## config.mk

```make
export PLATFORM = sky130hd
export DESIGN_NAME = clkctl_top
export DESIGN_NICKNAME = d
export VERILOG_FILES = /design/src/rtl/clkctl_pkg.sv /design/src/rtl/clkctl_regs.sv /design/src/rtl/clkctl_div.sv /design/src/rtl/clkctl_pin.sv /design/src/rtl/clkctl_top.sv
export SDC_FILE = /design/constraint.sdc
export NUM_CORES = 1
export LEC_CHECK = 0
export ABC_AREA = 1
export CORE_MARGIN = 2
export CORE_UTILIZATION = 33
export CTS_CLUSTER_DIAMETER = 30
export CTS_CLUSTER_SIZE = 25
export DETAILED_ROUTE_END_ITERATION = 7
export GPL_TIMING_DRIVEN = 0
export HOLD_SLACK_MARGIN = 0.08
export PLACE_DENSITY = 0.77
export SLEW_MARGIN = 0
export SYNTH_ARGS = -nofsm -noshare
export SYNTH_HDL_FRONTEND = slang
export SYNTH_SLANG_ARGS = --single-unit
```

## constraint.sdc

```tcl
create_clock -name pll_clk -period 1.05 [get_ports pll_clk]
set_clock_uncertainty 0.05 [all_clocks]
set_input_delay 0.105 -clock pll_clk [delete_from_list [all_inputs] [get_ports pll_clk]]
set_output_delay 0.105 -clock pll_clk [all_outputs]
set_load 0.01 [all_outputs]
```

## src/rtl/clkctl_pkg.sv

```systemverilog
package clkctl_pkg;
  localparam int REG_W = 16;
  localparam logic [REG_W-1:0] FIXED_ONES = 16'h0035;

  localparam logic [1:0] RATIO_FULL  = 2'b00;
  localparam logic [1:0] RATIO_TWO3  = 2'b01;
  localparam logic [1:0] RATIO_BAD   = 2'b10;
  localparam logic [1:0] RATIO_THIRD = 2'b11;

  localparam logic [1:0] MODE_NORMAL = 2'b00;

  localparam logic [1:0] PIN_CODE_RUN  = 2'b00;
  localparam logic [1:0] PIN_CODE_LOW  = 2'b01;
  localparam logic [1:0] PIN_CODE_FLT  = 2'b10;
  localparam logic [1:0] PIN_CODE_OFF  = 2'b11;

  typedef enum logic [1:0] {
    PIN_CLK = 2'd0,
    PIN_LOW = 2'd1,
    PIN_HIZ = 2'd2
  } pin_sel_e;
endpackage

```

## src/rtl/clkctl_regs.sv

```systemverilog
module clkctl_regs
  import clkctl_pkg::*;
(
  input  logic             clk,
  input  logic             rst_n,
  input  logic             wr_en,
  input  logic [REG_W-1:0] wr_data,
  output logic [REG_W-1:0] rd_data,
  output logic             gain_gate,
  output logic [1:0]       pin_code,
  output logic [1:0]       ratio
);
  logic       gain_q;
  logic [1:0] pin_q;
  logic [1:0] ratio_q;

  always_ff @(posedge clk or negedge rst_n) begin
    if (!rst_n) begin
      gain_q  <= 1'b0;
      pin_q   <= PIN_CODE_RUN;
      ratio_q <= RATIO_THIRD;
    end else if (wr_en) begin
      gain_q <= wr_data[14];
      pin_q  <= wr_data[13:12];
      if (wr_data[9:8] != RATIO_BAD) ratio_q <= wr_data[9:8];
    end
  end

  always_comb begin
    rd_data        = FIXED_ONES;
    rd_data[14]    = gain_q;
    rd_data[13:12] = pin_q;
    rd_data[9:8]   = ratio_q;
  end

  assign gain_gate = gain_q;
  assign pin_code  = pin_q;
  assign ratio     = ratio_q;

  assert_bad_ratio_kept_R3: assert property (@(posedge clk) disable iff (!rst_n)
    (wr_en && wr_data[9:8] == RATIO_BAD) |=> $stable(ratio_q));
  assert_ratio_legal_R4: assert property (@(posedge clk) disable iff (!rst_n)
    ratio_q != RATIO_BAD);
endmodule

```

## src/rtl/clkctl_div.sv

```systemverilog
module clkctl_div
  import clkctl_pkg::*;
#(
  parameter int PHASES = 3
) (
  input  logic       clk,
  input  logic       rst_n,
  input  logic [1:0] ratio,
  output logic       cpu_clk
);
  localparam int PW = (PHASES > 1) ? $clog2(PHASES) : 1;
  localparam logic [PW-1:0] LAST = PW'(PHASES - 1);

  logic [PW-1:0] phase_q;
  logic [1:0]    act_q;
  logic          en_d, en_q;

  always_ff @(posedge clk or negedge rst_n) begin
    if (!rst_n) begin
      phase_q <= '0;
      act_q   <= RATIO_THIRD;
    end else begin
      phase_q <= (phase_q == LAST) ? '0 : phase_q + 1'b1;
      if (phase_q == LAST) act_q <= ratio;
    end
  end

  always_comb begin
    unique case (act_q)
      RATIO_FULL: en_d = 1'b1;
      RATIO_TWO3: en_d = (phase_q != LAST);
      RATIO_THIRD: en_d = (phase_q == '0);
      default:    en_d = 1'b1;
    endcase
  end

  always_ff @(negedge clk or negedge rst_n) begin
    if (!rst_n) en_q <= 1'b0;
    else        en_q <= en_d;
  end

  assign cpu_clk = clk & en_q;

  assert_phase_range_R4: assert property (@(posedge clk) disable iff (!rst_n)
    phase_q <= LAST);
  assert_switch_on_boundary_R5: assert property (@(posedge clk) disable iff (!rst_n)
    !$stable(act_q) |-> $past(phase_q) == LAST);
endmodule

```

## src/rtl/clkctl_pin.sv

```systemverilog
module clkctl_pin
  import clkctl_pkg::*;
(
  input  logic       clk,
  input  logic       rst_n,
  input  logic [1:0] mode,
  input  logic       gain_busy,
  input  logic       gain_gate,
  input  logic [1:0] pin_code,
  output logic       cko_out,
  output logic       cko_oe
);
  pin_sel_e sel_d, sel_q;
  logic     standby;

  assign standby = (mode != MODE_NORMAL);

  always_comb begin
    sel_d = PIN_CLK;
    unique case (pin_code)
      PIN_CODE_RUN: sel_d = PIN_CLK;
      PIN_CODE_LOW: sel_d = standby ? PIN_LOW : PIN_CLK;
      PIN_CODE_FLT: sel_d = standby ? PIN_HIZ : PIN_CLK;
      default:      sel_d = PIN_HIZ;
    endcase
    if (sel_d == PIN_CLK && gain_busy && gain_gate) sel_d = PIN_LOW;
  end

  always_ff @(negedge clk or negedge rst_n) begin
    if (!rst_n) sel_q <= PIN_LOW;
    else        sel_q <= sel_d;
  end

  assign cko_oe  = (sel_q != PIN_HIZ);
  assign cko_out = clk & (sel_q == PIN_CLK);

  assert_hiz_quiet_R8: assert property (@(posedge clk) disable iff (!rst_n)
    !cko_oe |-> !cko_out);
  assert_off_code_hiz_R9: assert property (@(posedge clk) disable iff (!rst_n)
    ($past(pin_code) == PIN_CODE_OFF && pin_code == PIN_CODE_OFF) |-> !cko_oe);
endmodule

```

## src/rtl/clkctl_top.sv

```systemverilog
module clkctl_top
  import clkctl_pkg::*;
#(
  parameter int PHASES = 3
) (
  input  logic             pll_clk,
  input  logic             rst_n,
  input  logic             reg_wr,
  input  logic [REG_W-1:0] reg_wdata,
  output logic [REG_W-1:0] reg_rdata,
  input  logic [1:0]       pwr_mode,
  input  logic             osc_gain_busy,
  output logic             cpu_clk,
  output logic             cko_out,
  output logic             cko_oe
);
  logic       gain_gate;
  logic [1:0] pin_code;
  logic [1:0] ratio;

  clkctl_regs u_regs (
    .clk(pll_clk), .rst_n(rst_n), .wr_en(reg_wr), .wr_data(reg_wdata),
    .rd_data(reg_rdata), .gain_gate(gain_gate), .pin_code(pin_code), .ratio(ratio)
  );

  clkctl_div #(.PHASES(PHASES)) u_div (
    .clk(pll_clk), .rst_n(rst_n), .ratio(ratio), .cpu_clk(cpu_clk)
  );

  clkctl_pin u_pin (
    .clk(pll_clk), .rst_n(rst_n), .mode(pwr_mode), .gain_busy(osc_gain_busy),
    .gain_gate(gain_gate), .pin_code(pin_code), .cko_out(cko_out), .cko_oe(cko_oe)
  );
endmodule

```

---- Word-level counts from Yosys, hierarchy flattened ----
Index checks and enable logic that the tools add are counted.
cells by class
  mux-type cells .......................... 6
  bitwise logic cells ..................... 2
  add/sub/neg operators ................... 1
  eq/ne operators ......................... 8
  reduce and logical (&&, ||, !) cells .... 8
operators with widths
  kind                                                  number
  logical NOT 2 bit                                     4
  equality test 2 bit (second input constant)           3
  2-to-1 mux 2 bit                                      3
  != test 2 bit (second input constant)                 3
  case mux 2 bit (3 select lines)                       1
  equality test 2 x 1 -> 1 bit (second input constant)  2
  adder 2 x 1 -> 2 bit (second input constant)          1
  AND 1 bit                                             2
  logical AND 1 bit                                     2
  case mux 1 bit (2 select lines)                       1
  AND reduction 2 bit                                   1
  nonzero test 2 bit                                    1
  2-to-1 mux 1 bit                                      1
storage, ports and cells
  output and inout bits ................... 19
  bits in registers ....................... 12
  input port bits ......................... 22

---- Depth between registers and ports, before layout ----
  depth after elaboration ................. 7
  mapped depth ............................ 5
  mapped depth without buffers ............ 5

---- Cells and area by module ----
A second synthesis with hierarchy kept.
second synthesis, totals
  cells, all modules ...................... 79
  area, all modules ....................... 633.1 um2
by module, submodules not included
  module       area each (um2)  instances  cells each  sequential area each (um2)
  clkctl_regs  329.1            1          41          127.6
  clkctl_div   195.2            1          22          127.6
  clkctl_pin   108.9            1          16          51.3

==> results_dict.tcl <==
set metrics [dict create \
    run_status "finished, violations left" \
    violations "negative setup slack" \
    routed_wire_length_per_instance_um 8.70 \
    dp.final_hpwl_um 750 \
    fraction_of_final_layout_cells_sized_beyond_drive_strength_1 0.432 \
    post_synth_main_area_contributors "dfstp_2 23%, dfrtp_1 22%, buf_4 16%" \
    count_of_non_filler_cells_in_the_finished_layout 128 \
    power.switching_mw 0.467 \
    powerDensity_nw_per_um2 1650 \
    post-synth-top-area-fraction 0.226 \
    worst_ep_required_time_ns 0.89 \
    power.sequential.fraction 0.354 \
    cell_type_of_the_slowest_stage_on_the_worst_timing_path "dfstp_2" \
    power_report.internal_total_mw 1.08 \
    postRouteWirelength_um 1110 \
    netlist_area_um2 581 \
    detail_route.vias_per_cell 3.95 \
    antenna_found_initial 0 \
    syn_to_final_growth_pct 61.2 \
    core_area_um2 1690 \
    std_cell_rows 15 \
    port-buffer-count 18 \
    dr.first_iter.drc_count 6 \
    dieArea_um2 2110 \
    gr_ovfl_total 0 \
    final_setup_violating_endpoints 14 \
    die_w_um 45.9 \
    crit_family "flip-flops" \
    rsz0062_at_grt "true" \
    syn_area_per_cell_um2 8.41 \
    reg2reg_slack_ns -0.29 \
    combPwrFrac 0.169 \
    yosysSeqAreaShare 0.528 \
    leakage_power_figure_nw 0.523 \
    groute.usage.overall 0.142 \
    fin_setup_tns_ns -3.55 \
    worstPathCellList "inv_2, nand2_2, buf_6" \
    max-cap-violations 0 \
    final_worst_slack_ns -0.804 \
    netSwitchingFraction 0.302 \
    reg2reg_to "u_div.en_q$_DFF_NN0_" \
    max_slew_margin 0.643 \
    fin_nets 134 \
    reg2reg_from "u_div.act_q[0]$_DFFE_PN1P_" \
    tritoncts "done" \
    synth-warning-count 0 \
    tightestPinTransition_ns 0.533 \
    clk_pin_slew_ns 0.09 \
    timing.critical_path.fanout_max 2 \
    top_level_ports 41 \
    timing.setup.critical_path_class "flop to primary output" \
    final-max-slew-violation-count 0 \
    hp-class "input port to asynchronous set/reset pin" \
    arrival_time_at_the_worst_endpoint_ns 1.70 \
    worstPathBufferInverterCount 2 \
    post-synth-top-area-cell "dfstp_2" \
    finalHoldViolCount 0 \
    dr_vias 505 \
    insertion_delay_ns 0.39 \
    rd_place_congestion 0.640 \
    detail_route.first_pass.iterations 3 \
    setup.worst_path.end_class "primary output" \
    clock_power_share 0.477 \
    irDropWorstVdd_mv 0.938 \
    pin_count_of_the_biggest_net_entering_global_routing 13 \
    yosys.cell_types.count 15 \
    post-place-cells 113 \
    number_of_diodes_added_for_antenna_fixing 0 \
    remaining_drc_errors 0 \
    grt_first_pass_wirelength_um 1880 \
    crit_path_start_kind "flop" \
    drtAntennaViolNets 0 \
    synthCells 69 \
    starting_density 0.344 \
    critical_path.max_stage_delay_ns 0.55 \
    hold-worst-slack_ns 0.00485 \
    grt_pass1_vias 530 \
    post_dp_cell_area_um2 830 \
    synth_seq_cells 12 \
    worst-r2r-cell-count 1 \
    chipHeight_um 45.9 \
    finalInstanceArea_um2 936 \
]
power by group through the flow:
stage                     Combinational [mW]  Clock (mW)  Sequential [mW]
after CTS                              0.259       0.763            0.545
final                                  0.261       0.737            0.546
after global routing                   0.293       0.817            0.551
after detailed placement               0.219       0.264            0.554
after floorplan                        0.108       0.154            0.558
after global placement                 0.215       0.264            0.553
cell type report:
class	count	area, um2
buffer	11	82.6
clock buffer	8	61.3
clock inverter	4	15.0
fill	165	753
inverter	9	33.8
multi-input combinational	43	193
sequential	12	307
tap	17	21.3
timing repair buffer	24	223
synth_stat cells:
| master | n |
|---|---|
| dfrtn_1 | 2 |
| nand2_1 | 21 |
| o21ai_0 | 1 |
| dfrtp_1 | 5 |
| inv_2 | 3 |
| nor3_1 | 1 |
| nor2_1 | 2 |
| o21ai_1 | 4 |
| conb_1 | 2 |
| buf_4 | 12 |
| or2_1 | 1 |
| dfstp_2 | 5 |
| nand3_1 | 1 |
| o211ai_1 | 1 |
| inv_1 | 8 |
registers in the layout (all words and copies together), names as in the netlist:
register and cells:
u_div.act_q 2, u_div.en_q 1, u_div.phase_q 2, u_pin.sel_q 2, u_regs.gain_gate 1, u_regs.pin_code 2
u_regs.ratio 2
timing repair:
action / in CTS / in global routing
setup endpoints to repair: 14 / 14
gates resized for setup: 41 / 1
pin swaps: 2 / 1
setup buffers: 7 / 1
endpoints found under the hold margin: 5 / 5
cloned: 0 / 0
worst max path at each step:
stage	from	endpoint	slack, ns	cells past startpoint
after floorplan	u_regs.pin_code[0]$_DFFE_PN0P_	u_pin.sel_q[1]$_DFF_NN0_	-0.29	4
after global placement	u_pin.sel_q[0]$_DFF_NN1_	cko_oe	-0.76	3
after detailed placement	u_pin.sel_q[0]$_DFF_NN1_	cko_oe	-0.77	3
after CTS	u_pin.sel_q[0]$_DFF_NN1_	cko_oe	-0.82	3
after global routing	u_pin.sel_q[0]$_DFF_NN1_	cko_oe	-0.87	3
final	u_pin.sel_q[0]$_DFF_NN1_	cko_oe	-0.80	3
per-stage QoR:
step	worst slack (ns)	power (mW)	utilization
global route	-0.867	1.66	0.554
detailed placement	-0.771	1.04	0.491
floorplan	-0.285	0.819	-
finish	-0.804	1.54	0.554
global placement	-0.759	1.03	0.491
CTS	-0.818	1.57	0.554
layer usage:
metal | wire (um) | track usage | vias up
met5 | 0 | 0 | -
met4 | 14 | 0.0971 | 0
met3 | 110 | 0.127 | 3
met2 | 603 | 0.231 | 21
met1 | 387 | 0.106 | 218
li1 | - | - | 263
cells in the final DEF, fill, tap and decap left out, types with 5 or more instances in the layout:
cell type and n:
nand2_1 19, conb_1 11, buf_6 7, dfrtp_1 5, clkbuf_4 6, inv_1 6
buf_4 17, clkdlybuf4s50_1 10, dfstp_2 5, inv_2 7
kinds of logic (layout without fill, tap and decap cells):
kind of cell / after synthesis / after routing / share of synthesized area
flip-flops: 12 / 12 / 0.528
other: 2 / 11 / 0.0129
AND/OR/NAND/NOR: 26 / 26 / 0.177
buffers and inverters: 23 / 56 / 0.226
AO/OA/AOI/OAI: 6 / 6 / 0.0560
(Power assumes the default switching activity.)
